<file path="src/rtl/copro_hazard_spacer_pkg.sv">
`timescale 1ns/1ps
package copro_hazard_spacer_pkg;
  localparam int WORD_W = 32;
  localparam logic [3:0] COND_ALWAYS = 4'hE;

  // decoded view of one word
  typedef struct packed {
    logic       cp;      // aimed at the coprocessor
    logic       ls;      // coprocessor load or store
    logic       store;   // coprocessor store
    logic       wide;    // two-word load or store
    logic       dop;     // coprocessor data operation
    logic       cond;    // condition is not "always"
    logic       cwr;     // conditional write of reg_idx
    logic [3:0] condv;
    logic [3:0] reg_idx;
  } dec_t;

  // history entry of one emitted word
  typedef struct packed {
    logic       wide;
    logic       cond;
    logic [3:0] condv;
    logic       dop;
    logic [3:0] reg_idx;
    logic       taken;
    logic       shadow;  // conditional write that followed a data op to the same register
  } hist_t;
endpackage

</file>
<file path="src/rtl/copro_hazard_spacer_decode.sv">
`timescale 1ns/1ps
module copro_hazard_spacer_decode
  import copro_hazard_spacer_pkg::*;
#(
  parameter int CP_LO = 4,
  parameter int CP_HI = 6
) (
  input  logic [WORD_W-1:0] word,
  output dec_t              dec
);
  logic [3:0] cp_num;
  logic       is_cp;

  assign cp_num = word[11:8];
  assign is_cp  = (int'(cp_num) >= CP_LO) && (int'(cp_num) <= CP_HI);

  always_comb begin
    dec         = '0;
    dec.cp      = is_cp;
    dec.ls      = is_cp && (word[27:25] == 3'b110);
    dec.store   = dec.ls && !word[20];
    dec.wide    = dec.ls && word[22];
    dec.dop     = is_cp && (word[27:24] == 4'b1110) && !word[4];
    dec.condv   = word[31:28];
    dec.cond    = word[31:28] != COND_ALWAYS;
    dec.reg_idx = word[15:12];
    dec.cwr     = is_cp && dec.cond && (dec.dop || (dec.ls && !dec.store));
  end
endmodule

</file>
<file path="src/rtl/copro_hazard_spacer_rules.sv">
`timescale 1ns/1ps
module copro_hazard_spacer_rules
  import copro_hazard_spacer_pkg::*;
#(
  parameter int DEPTH     = 4,
  parameter int BR_SLOTS  = 2,
  parameter int WR_GAP    = 2,
  parameter int ST_GAP    = 3,
  parameter bit WIDE_TAIL = 1'b1
) (
  input  dec_t                   cand,
  input  logic                   cand_taken,
  input  hist_t [DEPTH-1:0]      hist,
  output logic                   need_nop,
  output hist_t                  entry
);
  localparam int SH_WIN = WR_GAP + 2;

  logic shadow_hit;
  logic tail_hit;
  logic pair_hit;
  logic window_hit;

  always_comb begin
    window_hit = 1'b0;
    shadow_hit = 1'b0;
    for (int i = 0; i < DEPTH; i++) begin
      // slots after a taken branch
      if (i < BR_SLOTS && hist[i].taken && cand.cp) window_hit = 1'b1;
      // conditional write too close to a data op on the same register
      if (i < WR_GAP && hist[i].dop && cand.cwr &&
          hist[i].reg_idx == cand.reg_idx) window_hit = 1'b1;
      // store too close to a shadowed conditional write
      if (i < ST_GAP && hist[i].shadow && cand.store &&
          hist[i].reg_idx == cand.reg_idx) window_hit = 1'b1;
      if (i < SH_WIN && hist[i].dop && cand.cwr &&
          hist[i].reg_idx == cand.reg_idx) shadow_hit = 1'b1;
    end
  end

  generate
    if (WIDE_TAIL) begin : g_tail
      assign tail_hit = cand.cp && hist[0].wide;
    end else begin : g_no_tail
      assign tail_hit = 1'b0;
    end
  endgenerate

  assign pair_hit = cand.ls && hist[0].wide && hist[0].cond &&
                    (hist[0].condv != cand.condv);

  assign need_nop = window_hit || tail_hit || pair_hit;

  always_comb begin
    entry = '0;
    if (!need_nop) begin
      entry.wide    = cand.wide;
      entry.cond    = cand.cond;
      entry.condv   = cand.condv;
      entry.dop     = cand.dop;
      entry.reg_idx = cand.reg_idx;
      entry.taken   = cand_taken;
      entry.shadow  = cand.cwr && shadow_hit;
    end
  end
endmodule

</file>
<file path="src/rtl/copro_hazard_spacer_history.sv">
`timescale 1ns/1ps
module copro_hazard_spacer_history
  import copro_hazard_spacer_pkg::*;
#(
  parameter int DEPTH = 4
) (
  input  logic              clk,
  input  logic              rst_n,
  input  logic              push,
  input  hist_t             din,
  output hist_t [DEPTH-1:0] hist
);
  generate
    for (genvar g = 0; g < DEPTH; g++) begin : g_slot
      always_ff @(posedge clk) begin
        if (!rst_n) begin
          hist[g] <= '0;
        end else if (push) begin
          if (g == 0) hist[g] <= din;
          else        hist[g] <= hist[g-1];
        end
      end
    end
  endgenerate
endmodule

</file>
<file path="src/rtl/copro_hazard_spacer.sv">
`timescale 1ns/1ps
module copro_hazard_spacer
  import copro_hazard_spacer_pkg::*;
#(
  parameter bit          WIDE_TAIL = 1'b1,
  parameter logic [31:0] NOP_WORD  = 32'hE1A0_0000,
  parameter int          CP_LO     = 4,
  parameter int          CP_HI     = 6,
  parameter int          BR_SLOTS  = 2,
  parameter int          WR_GAP    = 2,
  parameter int          ST_GAP    = 3
) (
  input  logic        clk,
  input  logic        rst_n,
  input  logic        in_valid,
  output logic        in_ready,
  input  logic [31:0] in_word,
  input  logic        in_taken,
  output logic        out_valid,
  input  logic        out_ready,
  output logic [31:0] out_word
);
  localparam int SH_WIN = WR_GAP + 2;
  localparam int D_A    = (BR_SLOTS > ST_GAP) ? BR_SLOTS : ST_GAP;
  localparam int DEPTH  = (D_A > SH_WIN) ? D_A : SH_WIN;

  dec_t              cand;
  hist_t [DEPTH-1:0] hist;
  hist_t             entry;
  logic              need_nop;
  logic              adv;
  logic              push;
  logic              o_valid;
  logic [31:0]       o_word;

  copro_hazard_spacer_decode #(.CP_LO(CP_LO), .CP_HI(CP_HI)) u_dec (
    .word (in_word),
    .dec  (cand)
  );

  copro_hazard_spacer_rules #(
    .DEPTH(DEPTH), .BR_SLOTS(BR_SLOTS), .WR_GAP(WR_GAP),
    .ST_GAP(ST_GAP), .WIDE_TAIL(WIDE_TAIL)
  ) u_rules (
    .cand       (cand),
    .cand_taken (in_taken),
    .hist       (hist),
    .need_nop   (need_nop),
    .entry      (entry)
  );

  copro_hazard_spacer_history #(.DEPTH(DEPTH)) u_hist (
    .clk   (clk),
    .rst_n (rst_n),
    .push  (push),
    .din   (entry),
    .hist  (hist)
  );

  assign adv      = !o_valid || out_ready;
  assign push     = adv && in_valid;
  assign in_ready = adv && !(in_valid && need_nop);

  always_ff @(posedge clk) begin
    if (!rst_n) begin
      o_valid <= 1'b0;
      o_word  <= '0;
    end else if (adv) begin
      o_valid <= in_valid;
      if (in_valid) o_word <= need_nop ? NOP_WORD : in_word;
    end
  end

  assign out_valid = o_valid;
  assign out_word  = o_word;
endmodule

</file>
<file path="config.mk">
export PLATFORM = sky130hd
export DESIGN_NAME = copro_hazard_spacer
export DESIGN_NICKNAME = d
export VERILOG_FILES = /design/src/rtl/copro_hazard_spacer_pkg.sv /design/src/rtl/copro_hazard_spacer_decode.sv /design/src/rtl/copro_hazard_spacer_rules.sv /design/src/rtl/copro_hazard_spacer_history.sv /design/src/rtl/copro_hazard_spacer.sv
export SDC_FILE = /design/constraint.sdc
export NUM_CORES = 1
export LEC_CHECK = 0
export BUFFER_PORTS_ARGS = -buffer_cell sky130_fd_sc_hd__buf_2
export CAP_MARGIN = 20
export CORE_UTILIZATION = 49
export CTS_CLUSTER_DIAMETER = 40
export DETAILED_ROUTE_END_ITERATION = 8
export GPL_TIMING_DRIVEN = 0
export PLACE_DENSITY = 0.83
export REMOVE_ABC_BUFFERS = 1
export SLEW_MARGIN = 0
export SYNTH_ARGS = -nofsm -noshare
export SYNTH_HDL_FRONTEND = slang
export SYNTH_HIERARCHICAL = 1
export SYNTH_SLANG_ARGS = --single-unit
</file>
<file path="constraint.sdc">
create_clock -name clk -period 2.2 [get_ports clk]
set_input_delay 0.33 -clock clk [delete_from_list [all_inputs] [get_ports clk]]
set_output_delay 0.33 -clock clk [all_outputs]
set_load 0.05 [all_outputs]
</file>
== Word-level counts from Yosys, hierarchy flattened ==
Index checks and enable logic that the tools add are counted.
Storage, ports and cells
  memories kept: 0
  latch bits: 0
  input bits: 37
  bits in read-only memories: 0
  output and inout port bits: 34
  bits in writable memories: 0
  bits in registers: 64
  word-level logic and storage cells: 84
Cells by class
  multipliers: 0
  eq/ne operators: 8
  $add $sub $neg: 0
  divide/modulo/power cells: 0
  mux-type cells: 13
  bitwise logic cells: 0
  magnitude comparators: 2
  reduce and logical (&&, ||, !) cells: 43
  shift operators: 0
Operator list (number)
  $logic_and A1 B1 Y1: 33
  $mux W32: 1
  $eq A4 B4 Y1: 4
  $mux W13: 1
  $mux W1: 11
  $logic_not A1 Y1: 5
  $eq A4 B4 Y1 const B: 1
  $ge A4 B3 Y1 const B: 1
  $le A4 B3 Y1 const B: 1
  $logic_or A1 B1 Y1: 4
  $ne A4 B4 Y1: 1
  $ne A4 B4 Y1 const B: 1
  $eq A3 B3 Y1 const B: 1
  $reduce_and A2 Y1: 1

== Logic depth before layout (Yosys ltp) ==
  depth after elaboration: 21
  gate-level depth with buffers: 12
  depth with buffers taken out: 10

== Cells and area by module ==
Netlist, hierarchy kept.
Modules (own cells, without submodules)
  copro_hazard_spacer_history: cells an instance 167, area an instance 1991.9 um^2, seq. area each 1041.0 um^2, times used 1
  copro_hazard_spacer: cells an instance 148, area an instance 1481.4 um^2, seq. area each 660.6 um^2, times used 1
  copro_hazard_spacer_rules: cells an instance 58, area an instance 447.9 um^2, seq. area each 0.0 um^2, times used 1
  copro_hazard_spacer_decode: cells an instance 23, area an instance 180.2 um^2, seq. area each 0.0 um^2, times used 1

== Worst setup path before layout ==
OpenSTA, ideal clock, no wires.
  kind: input to output
  start point: input in_word[12]
  end point: output in_ready
  path buffers: 4
  stages: 10
  arrival: 2.792 ns
  setup slack: -0.922 ns
  cells stage by stage: buf_4 > buf_2 > xor2_1 > nor4_4 > a32o_1 > nor2b_2 > buf_6 > nand2_1 > clkbuf_1 > a21boi_0
Between the ends
  cells in the longest elaborated chain, start to end: 13
  elaborated cells between the ends (all ways): 19
  classes of those cells: 3 x eq/ne; 6 x mux; 10 x reduce/logical
RTL lines
  start: declaration: RTL line copro_hazard_spacer.sv:17  | input logic [31:0] in_word,
  $eq A4 B4 Y1: RTL line copro_hazard_spacer_rules.sv:32, copro_hazard_spacer_rules.sv:35
  $logic_and A1 B1 Y1: RTL line copro_hazard_spacer_rules.sv:31  | if (i < WR_GAP && hist[i].dop && cand.cwr &&
  $mux W1: RTL line copro_hazard_spacer_rules.sv:31
  $mux W1: RTL line copro_hazard_spacer_rules.sv:34  | if (i < ST_GAP && hist[i].shadow && cand.store &&
  $mux W1: RTL line copro_hazard_spacer_rules.sv:29  | if (i < BR_SLOTS && hist[i].taken && cand.cp) window_hit = 1'b1;
  $mux W1: RTL line copro_hazard_spacer_rules.sv:31
  $mux W1: RTL line copro_hazard_spacer_rules.sv:34
  $mux W1 *: RTL line copro_hazard_spacer_rules.sv:34
  $logic_or A1 B1 Y1 * (2 in a row): RTL line copro_hazard_spacer_rules.sv:52  | assign need_nop = window_hit || tail_hit || pair_hit;
  named net need_nop: RTL line copro_hazard_spacer.sv:30  | logic need_nop;
  $logic_and A1 B1 Y1 *: RTL line copro_hazard_spacer.sv:62  | assign in_ready = adv && !(in_valid && need_nop);
  $logic_not A1 Y1 *: RTL line copro_hazard_spacer.sv:62
  $logic_and A1 B1 Y1 *: RTL line copro_hazard_spacer.sv:62
  end: declaration: RTL line copro_hazard_spacer.sv:16  | output logic in_ready,
The timed path passes the listed nets; every way through them passes the cells marked *.

== Final worst setup path ==
  start point: register u_hist/hist[31] (netlist name)
  end point: output in_ready
Between the ends
  cells in the longest elaborated chain, start to end: 8
RTL lines (RTL line)
  $eq A4 B4 Y1
  $logic_and A1 B1 Y1: copro_hazard_spacer_rules.sv:34
  $mux W1: copro_hazard_spacer_rules.sv:34
  $logic_or A1 B1 Y1 (2 in a row): copro_hazard_spacer_rules.sv:52
  named net need_nop: copro_hazard_spacer.sv:30
  $logic_and A1 B1 Y1: copro_hazard_spacer.sv:62
  $logic_not A1 Y1: copro_hazard_spacer.sv:62
  $logic_and A1 B1 Y1: copro_hazard_spacer.sv:62
The timed path passes the listed nets, and every way through them passes these cells.

==> results.md <==
* Status: complete, but fails checks
* Failing checks: DRC, setup timing
* Setup Skew at 0.00808 ns
* Hold buffers post-CTS at 0
* Die area at 7150 sq um
* CTS Sinks at 64
* Reg clk slew, reported paths at 0.07 ns
* Crit end category: primary output
* Multi-input logic area at 1900 sq um
* Clock Latency Late Sink at 0.34 ns
* Metal1 wirelength at 3070 um
* Cell Count, Final, Fillers Out at 466
* FMAX at 454 MHz
* Worst path bufs/invs at 1
* Detail Placement HPWL at 4040 um
* Total Power at 2910 uW
* Worst EP required at 1.87 ns
* Starting Density at 51.7%
* Post-Syn Area at 3340 sq um
* Setup CP Type: reg -> out
* H-tree lvl count at 3
* Largest net degree at the start of global routing at 64
* Filler cells at 537
* Final Max Tran Viols at 0
* Max-cap violations at 0
* Register Area at 1290 sq um
* Crit path max fanout at 3
* Overall via count from detail_route at 2450
* DRT Pass-1 Iters at 6
* Final Setup Violations at 1
* Ant diodes at 0
* Vias in the first global route at 2339
* Initial antenna violation count at 0
* Critical path arrival at 1.87 ns
* Nets at 421
* Beginning of the critical path: u_hist/hist[31]
* CTS root buf: clkbuf_8
* Setup ws final at -0.00479 ns
* DP Cell Count at 441
* Worst slew pin tran at 1.10 ns
* Top delay family on crit path: compound AO/OA/AOI/OAI gates
* RSZ-0062 raised after global routing: yes
* Syn. warnings at 6
* DR WL met2 at 3420 um
* CTS max path bufs at 2
* Most frequent cells in the layout: 68 x buf_2, 63 x mux2i_1, 57 x dfxtp_1
* Area Growth Syn to Fin at 18.7%
* First-pass GRT wire length at 11300 um
* Rows at 29
* Chip width at 84.6 um
* Drt total wl at 6940 um
* Drc violations at 3
* Hold_sp: in_word[16]
* Top sig layer: met4
* GPL Wtd Cong at 0.765
* Grt ovf at 0
* Worst Hold Class: in -> reg
* Tmin final at 2.20 ns
* Crit path largest cell delay at 0.39 ns
* Leak at 0.00175 uW
* Mean post-synth cell area at 10.0 sq um
* Num CTS Buffers at 9
* Critical Path Slowest Stage Cell: dfxtp_2
* TritonCTS clock tree: yes
* DRT iter0 DRCs at 157
* Avg WL per Cell at 14.9 um
* VDD IR-drop max at 0.000293 V
* Crit start category: flip-flop
* Layout cells sized above 1 at 33.4%
* Die height at 84.6 um
* Vias per cell at 5.26
* Gr usage total at 20.1%
* Met3 wire len at 287 um
* Commonest non-fill, non-tap cell in the layout: buf_2
* Hold Vio Cnt, Final at 0
* Critical Path, Cell by Cell: xor2_4 -> nor4_4 -> a32o_2 -> nor2b_4 -> nand2_8 -> a21boi_2 -> buf_6
* Syn Inst Count at 333
* Ports at 71
* Period Utilization, post-route at 100%
* IO buf count at 70
* P per Cell Area at 735 nW/um^2
* Worst reg2reg startpoint: u_hist/hist[30]
* Worst slew margin at 26.5%
* Core Footprint at 6460 sq um
* Post-route ant nets at 0
[worst register-to-register path, stage by stage (launching register included)]
cell	delay [ns]
dfxtp_4	0.36
xor2_4	0.16
nor4_4	0.35
a32o_2	0.27
nor2b_4	0.07
buf_4	0.15
buf_4	0.17
and3_1	0.18
mux2i_1	0.17
nor2b_1	0.07
[path summary, 6_finish.rpt]
kind	slack [ns]	endpoint	depth (start not counted)
worst max-delay path	-0.005	in_ready	7
worst max register to register	0.13	u_hist/hist[1]	9
worst min-delay path	0.26	out_word[16]	3
worst min register to register	0.45	out_word[30]	2
[registers in the layout (all words and copies together), names as in the netlist]
signal / flops
out_valid: 1
out_word: 32
u_hist/hist: 31
[stage by stage]
stage / setup WS, ns / TNS (ns) / hold WS, ns / util (%) / cell area, sq um
floorplan: -0.956 / -0.956 / 0.458 / - / 3000
global placement: -0.979 / -20.88 / 0.439 / 53.4 / 3450
detailed placement: -1.09 / -22.58 / 0.443 / 53.7 / 3470
CTS: -0.00764 / -0.00764 / 0.241 / 59.8 / 3860
global route: -0.0716 / -0.0716 / 0.260 / 61.4 / 3960
finish: -0.00479 / -0.00479 / 0.256 / 61.4 / 3960
[report_power, final]
group | internal (uW) | switching, uW
Combinational | 187 | 331
Sequential | 1220 | 34.5
Clock | 698 | 447
[what timing repair did]
action	4_1_cts	5_1_grt
endpoints found under the setup margin	33	1
gates resized for setup	24	15
pin swaps	6	5
setup buffers	5	3
gates cloned	1	0
[layout make-up]
cell class,instances,area share [%]
Sequential cell,64,32.7
Multi-Input combinational cell,229,47.9
Timing Repair Buffer,79,11.1
Clock buffer,11,3.82
Clock inverter,5,1.99
Inverter,1,0.0947
Tap cell,77,2.43
[layer usage]
layer	global-route usage (%)	vias to the layer above
met5	0	-
met4	10.5	0
met3	3.05	17
met2	33.4	64
met1	25.4	1154
li1	-	1215
Power figures use the tool's default switching activity.
